## config.mk

```make
export PLATFORM = sky130hd
export DESIGN_NAME = pio_fifo_port
export DESIGN_NICKNAME = d
export VERILOG_FILES = /design/src/rtl/pio_fifo_pkg.sv /design/src/rtl/pio_fifo_ctrl.sv /design/src/rtl/pio_fifo_store.sv /design/src/rtl/pio_fifo_flags.sv /design/src/rtl/pio_fifo_port.sv
export SDC_FILE = /design/constraint.sdc
export NUM_CORES = 1
export LEC_CHECK = 0
export BUFFER_PORTS_ARGS = -buffer_cell sky130_fd_sc_hd__buf_2
export CELL_PAD_IN_SITES_DETAIL_PLACEMENT = 1
export CELL_PAD_IN_SITES_GLOBAL_PLACEMENT = 2
export CORE_ASPECT_RATIO = 0.5
export CORE_UTILIZATION = 48
export DETAILED_ROUTE_END_ITERATION = 16
export GPL_TIMING_DRIVEN = 0
export PLACE_DENSITY_LB_ADDON = 0.1
export SETUP_SLACK_MARGIN = 0.4
export SLEW_MARGIN = 10
export SYNTH_ARGS = -nofsm -noshare
export SYNTH_HDL_FRONTEND = slang
export SYNTH_SLANG_ARGS = --single-unit
export TNS_END_PERCENT = 30
```

## constraint.sdc

```tcl
create_clock -name clk -period 3.2 [get_ports clk]
set_input_delay 0.64 -clock clk [delete_from_list [all_inputs] [get_ports clk]]
set_output_delay 0.64 -clock clk [all_outputs]
set_load 0.1 [all_outputs]
```

## src/rtl/pio_fifo_pkg.sv

```systemverilog
package pio_fifo_pkg;
    typedef enum logic [1:0] {
        ST_IDLE = 2'd0,
        ST_TX   = 2'd1,
        ST_RX   = 2'd2
    } xfer_state_t;

    localparam int EVT_WR_RDY = 4;
    localparam int EVT_RD_RDY = 5;
    localparam int EVT_RD8    = 10;
    localparam int STS_TX     = 8;
    localparam int STS_RX     = 9;
    localparam int STS_FULL   = 12;
    localparam int STS_EMPTY  = 13;
endpackage

```

## src/rtl/pio_fifo_ctrl.sv

```systemverilog
module pio_fifo_ctrl
    import pio_fifo_pkg::*;
(
    input  logic        clk,
    input  logic        rst_n,
    input  logic        start,
    input  logic        dir,
    input  logic        stop,
    output xfer_state_t state,
    output logic        flush
);
    xfer_state_t nxt;

    always_ff @(posedge clk or negedge rst_n) begin
        if (!rst_n) state <= ST_IDLE;
        else        state <= nxt;
    end

    always_comb begin
        nxt = state;
        unique case (state)
            ST_IDLE: if (start) nxt = dir ? ST_RX : ST_TX;
            ST_TX:   if (stop)  nxt = ST_IDLE;
            ST_RX:   if (stop)  nxt = ST_IDLE;
            default:            nxt = ST_IDLE;
        endcase
    end

    always_comb begin
        flush = (state == ST_IDLE) && start;
    end
endmodule

```

## src/rtl/pio_fifo_store.sv

```systemverilog
module pio_fifo_store #(
    parameter int DEPTH = 32,
    parameter int W     = 16,
    localparam int AW   = $clog2(DEPTH),
    localparam int CW   = $clog2(DEPTH + 1)
) (
    input  logic          clk,
    input  logic          rst_n,
    input  logic          flush,
    input  logic          push,
    input  logic [W-1:0]  push_data,
    input  logic          pop,
    output logic [CW-1:0] count,
    output logic [W-1:0]  pop_data,
    output logic          ovf
);
    logic [W-1:0]  mem [DEPTH];
    logic [AW-1:0] wp, rp;
    logic          full, empty, push_ok, pop_ok;

    function automatic logic [AW-1:0] adv(input logic [AW-1:0] p);
        return (p == AW'(DEPTH - 1)) ? '0 : p + 1'b1;
    endfunction

    assign full    = (count == CW'(DEPTH));
    assign empty   = (count == '0);
    assign push_ok = push && !full;
    assign pop_ok  = pop && !empty;

    always_ff @(posedge clk) begin
        if (push_ok && !flush) mem[wp] <= push_data;
    end

    always_ff @(posedge clk or negedge rst_n) begin
        if (!rst_n) begin
            wp       <= '0;
            rp       <= '0;
            count    <= '0;
            pop_data <= '0;
            ovf      <= 1'b0;
        end else if (flush) begin
            wp    <= '0;
            rp    <= '0;
            count <= '0;
            ovf   <= 1'b0;
        end else begin
            if (push_ok) wp <= adv(wp);
            if (pop_ok) begin
                rp       <= adv(rp);
                pop_data <= mem[rp];
            end
            count <= count + CW'(push_ok) - CW'(pop_ok);
            if (push && full) ovf <= 1'b1;
        end
    end
endmodule

```

## src/rtl/pio_fifo_flags.sv

```systemverilog
module pio_fifo_flags
    import pio_fifo_pkg::*;
#(
    parameter int DEPTH       = 32,
    parameter int WORD_HW     = 2,
    parameter int BURST_WORDS = 8,
    localparam int CW         = $clog2(DEPTH + 1),
    localparam int BURST_HW   = BURST_WORDS * WORD_HW
) (
    input  xfer_state_t   state,
    input  logic [CW-1:0] count,
    output logic [15:0]   evt,
    output logic [15:0]   sts
);
    logic [CW-1:0] free_slots;

    always_comb begin
        free_slots      = CW'(DEPTH) - count;
        evt             = '0;
        sts             = '0;
        evt[EVT_WR_RDY] = (state == ST_TX) && (free_slots >= CW'(WORD_HW));
        evt[EVT_RD_RDY] = (state == ST_RX) && (count >= CW'(WORD_HW));
        evt[EVT_RD8]    = (state == ST_RX) && (count >= CW'(BURST_HW));
        sts[STS_TX]     = (state == ST_TX);
        sts[STS_RX]     = (state == ST_RX);
        sts[STS_FULL]   = (count == CW'(DEPTH));
        sts[STS_EMPTY]  = (count == '0);
    end
endmodule

```

## src/rtl/pio_fifo_port.sv

```systemverilog
module pio_fifo_port
    import pio_fifo_pkg::*;
#(
    parameter int DEPTH       = 32,
    parameter int BURST_WORDS = 8,
    localparam int W          = 16,
    localparam int CW         = $clog2(DEPTH + 1)
) (
    input  logic          clk,
    input  logic          rst_n,
    input  logic          xfer_start,
    input  logic          xfer_dir,
    input  logic          xfer_stop,
    input  logic          host_wr,
    input  logic [W-1:0]  host_wdata,
    input  logic          host_rd,
    input  logic          line_push,
    input  logic [W-1:0]  line_wdata,
    input  logic          line_pop,
    output logic [W-1:0]  pop_data,
    output logic [15:0]   evt_flags,
    output logic [15:0]   stat_flags,
    output logic          ovf
);
    xfer_state_t   state;
    logic          flush, push, pop;
    logic [W-1:0]  pdata;
    logic [CW-1:0] occ;

    pio_fifo_ctrl u_ctrl (
        .clk   (clk),
        .rst_n (rst_n),
        .start (xfer_start),
        .dir   (xfer_dir),
        .stop  (xfer_stop),
        .state (state),
        .flush (flush)
    );

    always_comb begin
        push  = 1'b0;
        pop   = 1'b0;
        pdata = host_wdata;
        unique case (state)
            ST_TX: begin
                push  = host_wr;
                pop   = line_pop;
                pdata = host_wdata;
            end
            ST_RX: begin
                push  = line_push;
                pop   = host_rd;
                pdata = line_wdata;
            end
            default: ;
        endcase
    end

    pio_fifo_store #(.DEPTH(DEPTH), .W(W)) u_store (
        .clk       (clk),
        .rst_n     (rst_n),
        .flush     (flush),
        .push      (push),
        .push_data (pdata),
        .pop       (pop),
        .count     (occ),
        .pop_data  (pop_data),
        .ovf       (ovf)
    );

    pio_fifo_flags #(.DEPTH(DEPTH), .BURST_WORDS(BURST_WORDS)) u_flags (
        .state (state),
        .count (occ),
        .evt   (evt_flags),
        .sts   (stat_flags)
    );
endmodule

```

==> results of run 1 <==
placed cells by master, fill, tap and decap left out, types with 6 or more instances in the layout:
| cell | Yosys | layout |
|---|---|---|
| buf_4 | 33 | 48 |
| buf_8 | 0 | 26 |
| clkinv_1 | 0 | 9 |
| buf_6 | 5 | 8 |
| nor2_1 | 52 | 16 |
| inv_1 | 18 | 15 |
| mux2_2 | 46 | 46 |
| clkbuf_16 | 0 | 49 |
| a22oi_1 | 30 | 30 |
| a221oi_1 | 15 | 15 |
| nor2b_1 | 9 | 8 |
| bufinv_16 | 0 | 7 |
| buf_12 | 0 | 7 |
| a31oi_1 | 22 | 17 |
| a22o_1 | 17 | 16 |
| o211ai_1 | 14 | 14 |
| ha_1 | 23 | 15 |
| conb_1 | 1 | 25 |
| mux4_2 | 105 | 105 |
| nor2_4 | 0 | 32 |
| mux2i_1 | 28 | 28 |
| o21ai_0 | 7 | 7 |
| a21oi_1 | 14 | 13 |
| nand2_1 | 39 | 35 |
| nand3_1 | 8 | 6 |
| dfrtp_1 | 35 | 34 |
| buf_2 | 30 | 87 |
| clkbuf_1 | 17 | 29 |
| edfxtp_1 | 512 | 512 |
critical path, cell delays in order (launching register included):
cell	delay (ns)
dfrtp_1	0.40
inv_2	0.09
ha_4	0.13
or3b_4	0.38
nor2_2	0.10
a21oi_2	0.04
o22ai_2	0.16
a31oi_2	0.11
buf_6	0.20
path summary, 6_finish.rpt:
kind	start	end	cells after the start
worst max-delay path	u_store.count[2]	evt_flags[4]	8
worst max register to register	u_store.count[3]	u_store.count[4]	11
worst min-delay path	rst_n	u_store.count[1]	1
min in group clk	xfer_dir	u_ctrl.state[0]	2
max in group asynchronous	rst_n	u_ctrl.state[0]	1
worst min register to register	u_store.ovf	u_store.ovf	2
power by group:
| group | total (mW) | internal, mW | switching [mW] |
|---|---|---|---|
| Clock | 6.05 | 3.46 | 2.59 |
| Sequential | 8.65 | 8.50 | 0.151 |
| Combinational | 4.94 | 1.60 | 3.34 |
| Total | 19.6 | 13.6 | 6.08 |
area by class of cell:
| cell class | count | area share [%] |
|---|---|---|
| Timing Repair Buffer | 114 | 4.18 |
| Clock buffer | 65 | 5.06 |
| Sequential cell | 547 | 62.5 |
| Buffer | 87 | 2.12 |
| Inverter | 18 | 0.260 |
| Tap cell | 598 | 2.88 |
| Multi-Input combinational cell | 509 | 21.9 |
| Clock inverter | 25 | 1.16 |
state kept, by name (all words and copies together) (netlist names):
name / count
u_store.pop_data: 16
u_ctrl.state: 2
u_store.wp: 5
u_store.ovf: 1
u_store.rp: 5
u_store.count: 6
u_store.mem: 512
cells by family (layout without fill, tap and decap cells):
logic type      count (synthesis)  after routing  synth area share (%)
flops                         547            547                  73.8
mux                           179            179                  14.4
simple gates                  143            143                  3.09
compound gates                135            135                  4.47
buf+inv                       105            309                  2.69
fa+ha+maj                      24             24                  1.40
xor+xnor                        3              3                 0.119
other cells                     1             25                0.0170
repair_timing:
| action | in CTS | in global routing |
|---|---|---|
| setup buffers | 12 | 6 |
| resized for setup | 58 | 27 |
| endpoints found under the setup margin | 554 | 285 |
| pin swaps | 10 | 6 |
| endpoints found under the hold margin | 0 | 0 |
per-layer routing:
layer	GRT usage (%)	vias up	share of wire, %
met5	0	-	0
met4	6.71	0	2.3
met2	40.9	435	46
met1	37.4	6266	43
met3	5.98	68	8.1
li1	-	4968	-
==> impl_results.md, run 1 <==
- Syn Inst Count: 1,137
- Final core utilization: 57.5%
- Vias/cell: 5.98
- Setup TNS: 0 ns
- CTS buffer count: 48
- Area of the multi-input gates: 5690 um^2
- Detail Placement HPWL: 39.6 mm
- Async set-reset flop share out of synthesis: 6.40%
- Reg2reg setup slack: 0.43 ns
- Post-CTS Hold Buffers: 0
- Chip Height: 153 um
- FF+latch count, synth: 547
- Htree depth: 2
- CTS root buffer: clkbuf_16
- Seq/Total Area, Yosys: 73.8%
- Crit-path max FO: 2
- Via count: 11,700
- Power Dens Cells: 755 nW/um^2
- Fill cells: 3,981
- Mean Syn Cell Area: 19.4 um^2
- Drt drc: 0
- Top cells by area, synth: edfxtp_1, mux4_2, dfrtp_1, mux2_2, ha_1
- Core Area: 45,200 um^2
- Post-layout net count: 1,390
- WP data required: 2.56 ns
- Most frequent cell after synthesis: edfxtp_1
- RSZ-0062 raised after global routing: true
- Grt total ovfl: 0
- Core Rows: 55
- CP arrival: 2.19 ns
- Worst-path clk slew: 0.07 ns
- Max Fclk: 0.353 GHz
- Clk Latency, worst-skew pair: 0.59 ns
- Buffers on Ports: 64
- Mapped cell area: 22,000 um^2
- Routed WL per cell: 30.5 um
- Initial antenna violation count: 0
- Sequential cell area: 16,300 um^2
- Status: finished, final reports clean
- Drt initial violations: 1,153
- Crit end category: primary output
- Length of the first detailed-routing pass in iterations: 7
- Final worst-path cycle share: 88.5%
- First-pass GRT wire length: 86.7 mm
- Least-Margin Pin Slew: 1.05 ns
- Starting Density: 48.7%
- Routed Antenna Nets: 0
- Routed WL: 59.9 mm
- Placed Area: 23,900 um^2
- CTS tree: done
- Pin count of the biggest net entering global routing: 36
- Syn-to-layout area delta: 18.2%
- Hold Fails Final Rpt: 0
- Inserted Diodes: 0
- Worst VDD drop: 566 uV
- Leakage power: 8.65 nW
- Layout cells sized above 1: 34.8%
- Clock buffer depth: 3
- Total power: 19.6 mW
- DIE AREA: 46,800 um^2
- Post-synth top cells: edfxtp_1, mux4_2, nor2_1
- Die Wd: 305 um
- Crit start category: flip-flop
- Setup Skew: 0.0301 ns
- Top cell type's share of synthesized area: 69.9%
- Hold WS: 0.243 ns
- Synth area leader: edfxtp_1
- Tot GR Track Use: 26.2%
- Placed cells: 1,855
- Crit path time final: 2.83 ns
- WS Path Type: reg -> out
- Worst Hold Class: in -> async
- Gpl congestion: 0.866
- Max-cap violations: 0
- Synth Warn #: 0
- EDFF count, synth: 512
- Post-synth top flop: edfxtp_1
- Final Setup Violations: 0
- Distinct cells, synth: 53
- Design area: 26,000 um^2
- Final worst slack: 0.368 ns
- Setup slack after placement: -0.122 ns
- Worst slew margin: 30.1%
- Final Slew Violations: 0
- Non-filler cells, final: 1,963
- Top Ports: 90
- Vias in the first global route: 12,300
- Clock sinks: 547
No activity file was read; power rests on OpenSTA's default activity.
==> run 2, diff against run 1 <==
--- a/config.mk
+++ b/config.mk
@@ -17,5 +17,6 @@
 export SLEW_MARGIN = 10
 export SYNTH_ARGS = -nofsm -noshare
 export SYNTH_HDL_FRONTEND = slang
+export SYNTH_HIERARCHICAL = 1
 export SYNTH_SLANG_ARGS = --single-unit
 export TNS_END_PERCENT = 30
==> impl_results.md, run 2 <==
- Setup Skew: 0.0354 ns
- Status: finished, final reports clean
- WS Path Type: reg -> out
- RSZ-0062 raised after global routing: true
- Setup TNS: 0 ns
- Grt total ovfl: 0
- Routed Antenna Nets: 0
- Commonest non-fill, non-tap cell in the layout: edfxtp_1
- Tot GR Track Use: 25.4%
- Top Ports: 90
- Crit end category: primary output
- Top cells by area, synth: edfxtp_1, mux4_2, dfrtp_1, o22ai_1, ha_1
- Pin count of the biggest net entering global routing: 36
- Routed WL per cell: 30.5 um
- Max stage delay on crit path: 0.48 ns
- Total power: 19.4 mW
- Mean Syn Cell Area: 20.0 um^2
- Placed cells: 1,804
- Buffers on Ports: 64
- Routed WL: 58.5 mm
- Via count: 11,700
- Non-filler cells, final: 1,918
- Most frequent cell after synthesis: edfxtp_1
- EDFF count, synth: 512
- Top cell type's share of synthesized area: 70.2%
- FF+latch count, synth: 547
- Starting Density: 49.5%
- Core Rows: 54
- Worst-path cell chain: inv_2, ha_4, or4b_4, o221ai_2, o21ai_2, buf_12
- Length of the first detailed-routing pass in iterations: 5
- First-pass GRT wire length: 83.9 mm
- Drt drc: 0
- Final Slew Violations: 0
- CTS buffer count: 48
- Core Area: 44,300 um^2
- Max-cap violations: 0
- Detail Placement HPWL: 38.7 mm
- Hold WS: 0.234 ns
- Worst VDD drop: 465 uV
- Least-Margin Pin Slew: 1.00 ns
- Post-CTS Hold Buffers: 0
- Initial antenna violation count: 1
- Vias in the first global route: 11,900
- Synth Warn #: 6
- Final core utilization: 58.4%
- Final Setup Violations: 0
- Clock sinks: 547
- Clock buffer depth: 3
- Post-synth top flop: edfxtp_1
- Final worst-path cycle share: 90.9%
- Layout cells sized above 1: 35.9%
- Design area: 25,800 um^2
- Chip Height: 153 um
- Crit path time final: 2.91 ns
- Crit-path max FO: 7
- CP arrival: 2.27 ns
- Synth area leader: edfxtp_1
- Seq/Total Area, Yosys: 74.2%
- Worst-path clk slew: 0.06 ns
- Hold Fails Final Rpt: 0
- Htree depth: 2
- Critical path's slowest cell: or4b_4
- Syn Inst Count: 1,096
- Number of flip-flops under the largest register name: 512
- Post-layout net count: 1,356
- Leakage power: 8.44 nW
- Most frequent cells in the layout: edfxtp_1, mux4_2, buf_2
- Power Dens Cells: 752 nW/um^2
- Worst Hold Class: in -> async
- Post-synth top cells: edfxtp_1, mux4_2, nor2_1, o22ai_1, dfrtp_1
- Mapped cell area: 21,900 um^2
- Clk Latency, worst-skew pair: 0.59 ns
- Syn-to-layout area delta: 18.1%
- CTS root buffer: clkbuf_16
- DIE AREA: 46,500 um^2
- Distinct cells, synth: 63
- Async set-reset flop share out of synthesis: 6.40%
- Vias/cell: 6.08
- Setup slack after placement: -0.241 ns
- Inserted Diodes: 0
- Max Fclk: 0.344 GHz
- Final worst slack: 0.293 ns
- Placed Area: 23,700 um^2
- Crit start category: flip-flop
- Drt initial violations: 1,178
- Regs by FF count: u_store/mem x512, u_store/pop_data x16, u_store/count x6
- R2R cell count: 6
- CTS tree: done
- WP data required: 2.56 ns
- Biggest register: u_store/mem
- Die Wd: 304 um
- Worst slew margin: 33.4%
- Gpl congestion: 0.838
==> run 2: cell types whose count changed in the layout (fill, tap and decap cells not counted), sizes merged, moves of 18 or more <==
cell   change
o21ai     +18
mux2      -27
mux4      +22
mux2i     -19
o22ai     +53
a31oi     -18
a22oi     -28
==> run 2: metal layers <==
layer	up-vias	routed length, um	GRT usage [%]
met3	70	4780	5.31
met4	0	741	4.09
met2	429	27700	40.5
met5	-	0	0
met1	6335	25300	37.1
li1	4831	-	-
==> run 2: worst paths after layout <==
kind	startpoint	endpoint	slack, ns
setup / recovery	u_store/count[1]	evt_flags[4]	0.29
hold / removal	rst_n	u_store/count[2]	0.23
setup reg to reg	u_store/rp[2]	u_store/pop_data[3]	0.42
hold reg to reg	u_store/pop_data[11]	u_store/pop_data[11]	0.49
max in group asynchronous	rst_n	u_store/count[0]	2.29
min in group clk	xfer_dir	u_ctrl/state[0]	0.28
==> run 2: final cells by class <==
type,instances,area (um^2)
Fill cell,3833,18400
Sequential cell,547,16300
Multi-Input combinational cell,478,5570
Clock buffer,65,1280
Timing Repair Buffer,123,1170
Tap cell,588,736
Buffer,79,544
Clock inverter,22,221
Inverter,16,62.6
==> run 2: kinds of logic after synthesis <==
group | Yosys count | share of synthesized area (%)
other cells | 1 | 0.0171
buf+inv | 95 | 2.66
fa+ha+maj | 22 | 1.29
compound gates | 109 | 3.05
xor+xnor | 5 | 0.200
mux | 155 | 14.6
flops | 547 | 74.2
simple gates | 162 | 3.93
==> run 2: critical path: cells and delay by family (launching register included) <==
family | cells | cell delay, ns
flip-flops | 1 | 0.47
buffers and inverters | 2 | 0.26
AND/OR/NAND/NOR | 1 | 0.48
adder cells (fa/ha/maj) | 1 | 0.19
AO/OA/AOI/OAI | 2 | 0.30
==> run 2: power breakdown <==
part / leakage [nW] / switching [mW] / internal, mW / total [mW]
clock network: 0.722 / 2.61 / 3.14 / 5.75
registers: 5.05 / 0.174 / 8.50 / 8.68
logic: 2.67 / 3.28 / 1.73 / 5.01
==> run 2: timing repair <==
action / CTS / global route
pin swaps: 9 / 13
setup endpoints to repair: 536 / 240
resized for setup: 46 / 52
buffers inserted: 17 / 10
==> run 3, diff against run 2 <==
--- a/config.mk
+++ b/config.mk
@@ -5,13 +5,14 @@
 export SDC_FILE = /design/constraint.sdc
 export NUM_CORES = 1
 export LEC_CHECK = 0
-export BUFFER_PORTS_ARGS = -buffer_cell sky130_fd_sc_hd__buf_2
 export CELL_PAD_IN_SITES_DETAIL_PLACEMENT = 1
 export CELL_PAD_IN_SITES_GLOBAL_PLACEMENT = 2
 export CORE_ASPECT_RATIO = 0.5
-export CORE_UTILIZATION = 48
+export CORE_UTILIZATION = 50
 export DETAILED_ROUTE_END_ITERATION = 16
+export DONT_BUFFER_PORTS = 1
 export GPL_TIMING_DRIVEN = 0
+export MAX_ROUTING_LAYER = met4
 export PLACE_DENSITY_LB_ADDON = 0.1
 export SETUP_SLACK_MARGIN = 0.4
 export SLEW_MARGIN = 10
==> impl_results.md, run 3 (same netlist as run 2, synthesis figures left out) <==
- Clk Latency, worst-skew pair: 0.58 ns
- CP arrival: 2.36 ns
- Worst Hold Class: in -> reg
- Pin count of the biggest net entering global routing: 36
- Routed WL per cell: 31.7 um
- Die Wd: 298 um
- Regs by FF count: u_store/mem x512, u_store/pop_data x16, u_store/count x6
- Commonest non-fill, non-tap cell in the layout: edfxtp_1
- Clock buffer depth: 3
- Most frequent cells in the layout: edfxtp_1, mux4_2, o22ai_1
- Crit end category: primary output
- Gpl congestion: 0.845
- Max-cap violations: 0
- Area of the multi-input gates: 5510 um^2
- Least-Margin Pin Slew: 1.31 ns
- Vias/cell: 6.16
- Drt initial violations: 1,073
- Syn-to-layout area delta: 16.0%
- DIE AREA: 44,700 um^2
- RSZ-0062 raised after global routing: true
- Status: finished, final reports clean
- Worst slew margin: 12.1%
- Setup TNS: 0 ns
- Buffers on Ports: 0
- Detail Placement HPWL: 38.6 mm
- Setup Skew: 0.0143 ns
- Tot GR Track Use: 27.6%
- Length of the first detailed-routing pass in iterations: 5
- CTS tree: done
- Initial antenna violation count: 5
- WS Path Type: reg -> out
- Final worst-path cycle share: 93.8%
- Top Ports: 90
- Crit-path max FO: 2
- Total power: 19.2 mW
- Leakage power: 8.13 nW
- Htree depth: 2
- Sequential cell area: 16,300 um^2
- Hold Fails Final Rpt: 0
- Biggest register: u_store/mem
- Max Fclk: 0.333 GHz
- Non-filler cells, final: 1,843
- Worst VDD drop: 550 uV
- Crit start category: flip-flop
- Final Setup Violations: 0
- Placed cells: 1,725
- Fill cells: 3,661
- Via count: 11,400
- Inserted Diodes: 0
- Clock sinks: 547
- CTS root buffer: clkbuf_16
- Crit path time final: 3.00 ns
- Reg2reg setup slack: 0.40 ns
- Starting Density: 51.4%
- Layout cells sized above 1: 32.9%
- Routed Antenna Nets: 0
- Routed WL: 58.4 mm
- Worst-path clk slew: 0.07 ns
- Final Slew Violations: 0
- Power Dens Cells: 758 nW/um^2
- Final worst slack: 0.198 ns
- Setup slack after placement: -0.284 ns
- CTS buffer count: 47
- Drt drc: 0
- Grt total ovfl: 0
- Vias in the first global route: 11,700
- Core Rows: 53
- Core Area: 42,600 um^2
- First-pass GRT wire length: 83.4 mm
- Number of flip-flops under the largest register name: 512
- WP data required: 2.56 ns
- Chip Height: 150 um
- Post-layout net count: 1,291
[run 3: cell types whose count changed in the layout (fill, tap and decap cells not counted), moves of 3 or more]
cell | before | now
buf_8 | 22 | 29
buf_16 | 10 | 0
buf_12 | 4 | 11
ha_1 | 14 | 17
ha_4 | 4 | 1
clkinv_2 | 4 | 9
nor2_2 | 2 | 14
clkbuf_2 | 6 | 3
clkinv_1 | 9 | 6
buf_2 | 74 | 12
buf_4 | 55 | 48
nand2_2 | 0 | 4
nor2_4 | 33 | 21
clkbuf_8 | 2 | 5
[run 3: where the power goes]
group | switching, mW | total [mW] | leakage, nW | internal, mW
logic | 2.63 | 4.29 | 2.36 | 1.65
clock network | 2.57 | 5.61 | 0.727 | 3.05
registers | 0.850 | 9.33 | 5.05 | 8.48
total | 6.05 | 19.2 | 8.13 | 13.2
[run 3: layer usage]
| metal | GRT usage, % | vias up | wire [um] |
|---|---|---|---|
| met3 | 8.45 | 76 | 5960 |
| li1 | - | 4705 | - |
| met1 | 37.4 | 6104 | 24300 |
| met5 | - | - | 0 |
| met2 | 41.9 | 472 | 27100 |
| met4 | 5.44 | 0 | 1060 |
[run 3: layout make-up]
cell class / instances / area share [%]
buffer: 79 / 2.16
sequential: 547 / 64.0
multi-input combinational: 478 / 21.7
timing repair buffer: 59 / 3.16
clock buffer: 66 / 5.19
tap: 577 / 2.84
clock inverter: 21 / 0.660
inverter: 16 / 0.237
[run 3: final timing paths]
kind,from,end,depth (start not counted)
max in group asynchronous,rst_n,u_store/count[3],2
setup / recovery,u_store/count[0],stat_flags[12],4
setup reg to reg,u_ctrl/state[0],u_store/count[5],13
hold reg to reg,u_store/wp[3],u_store/wp[3],2
hold / removal,xfer_dir,u_ctrl/state[0],1
min in group asynchronous,rst_n,u_store/pop_data[12],2
[run 3: timing repair]
item | in CTS | in global routing
buffers inserted | 27 | 1
hold endpoints to repair | 35 | 0
resized for setup | 50 | 32
hold buffers | 2 | 0
pin swaps | 19 | 5
endpoints found under the setup margin | 539 | 259
[run 3: critical path: stages, from the launching register on]
cell and delay [ns]:
dfrtp_2 0.43, inv_2 0.09, ha_4 0.15, nand2b_4 0.06, nor4b_4 1.06
[run 3: through the flow]
step / area [um^2] / util (%) / hold WS [ns]
after floorplan: 22000 / - / 0.344
after global placement: 22700 / 53.4 / 0.346
after detailed placement: 23300 / 54.6 / 0.346
after CTS: 25300 / 59.3 / 0.136
after global routing: 25400 / 59.6 / 0.134
final: 25400 / 59.6 / 0.148
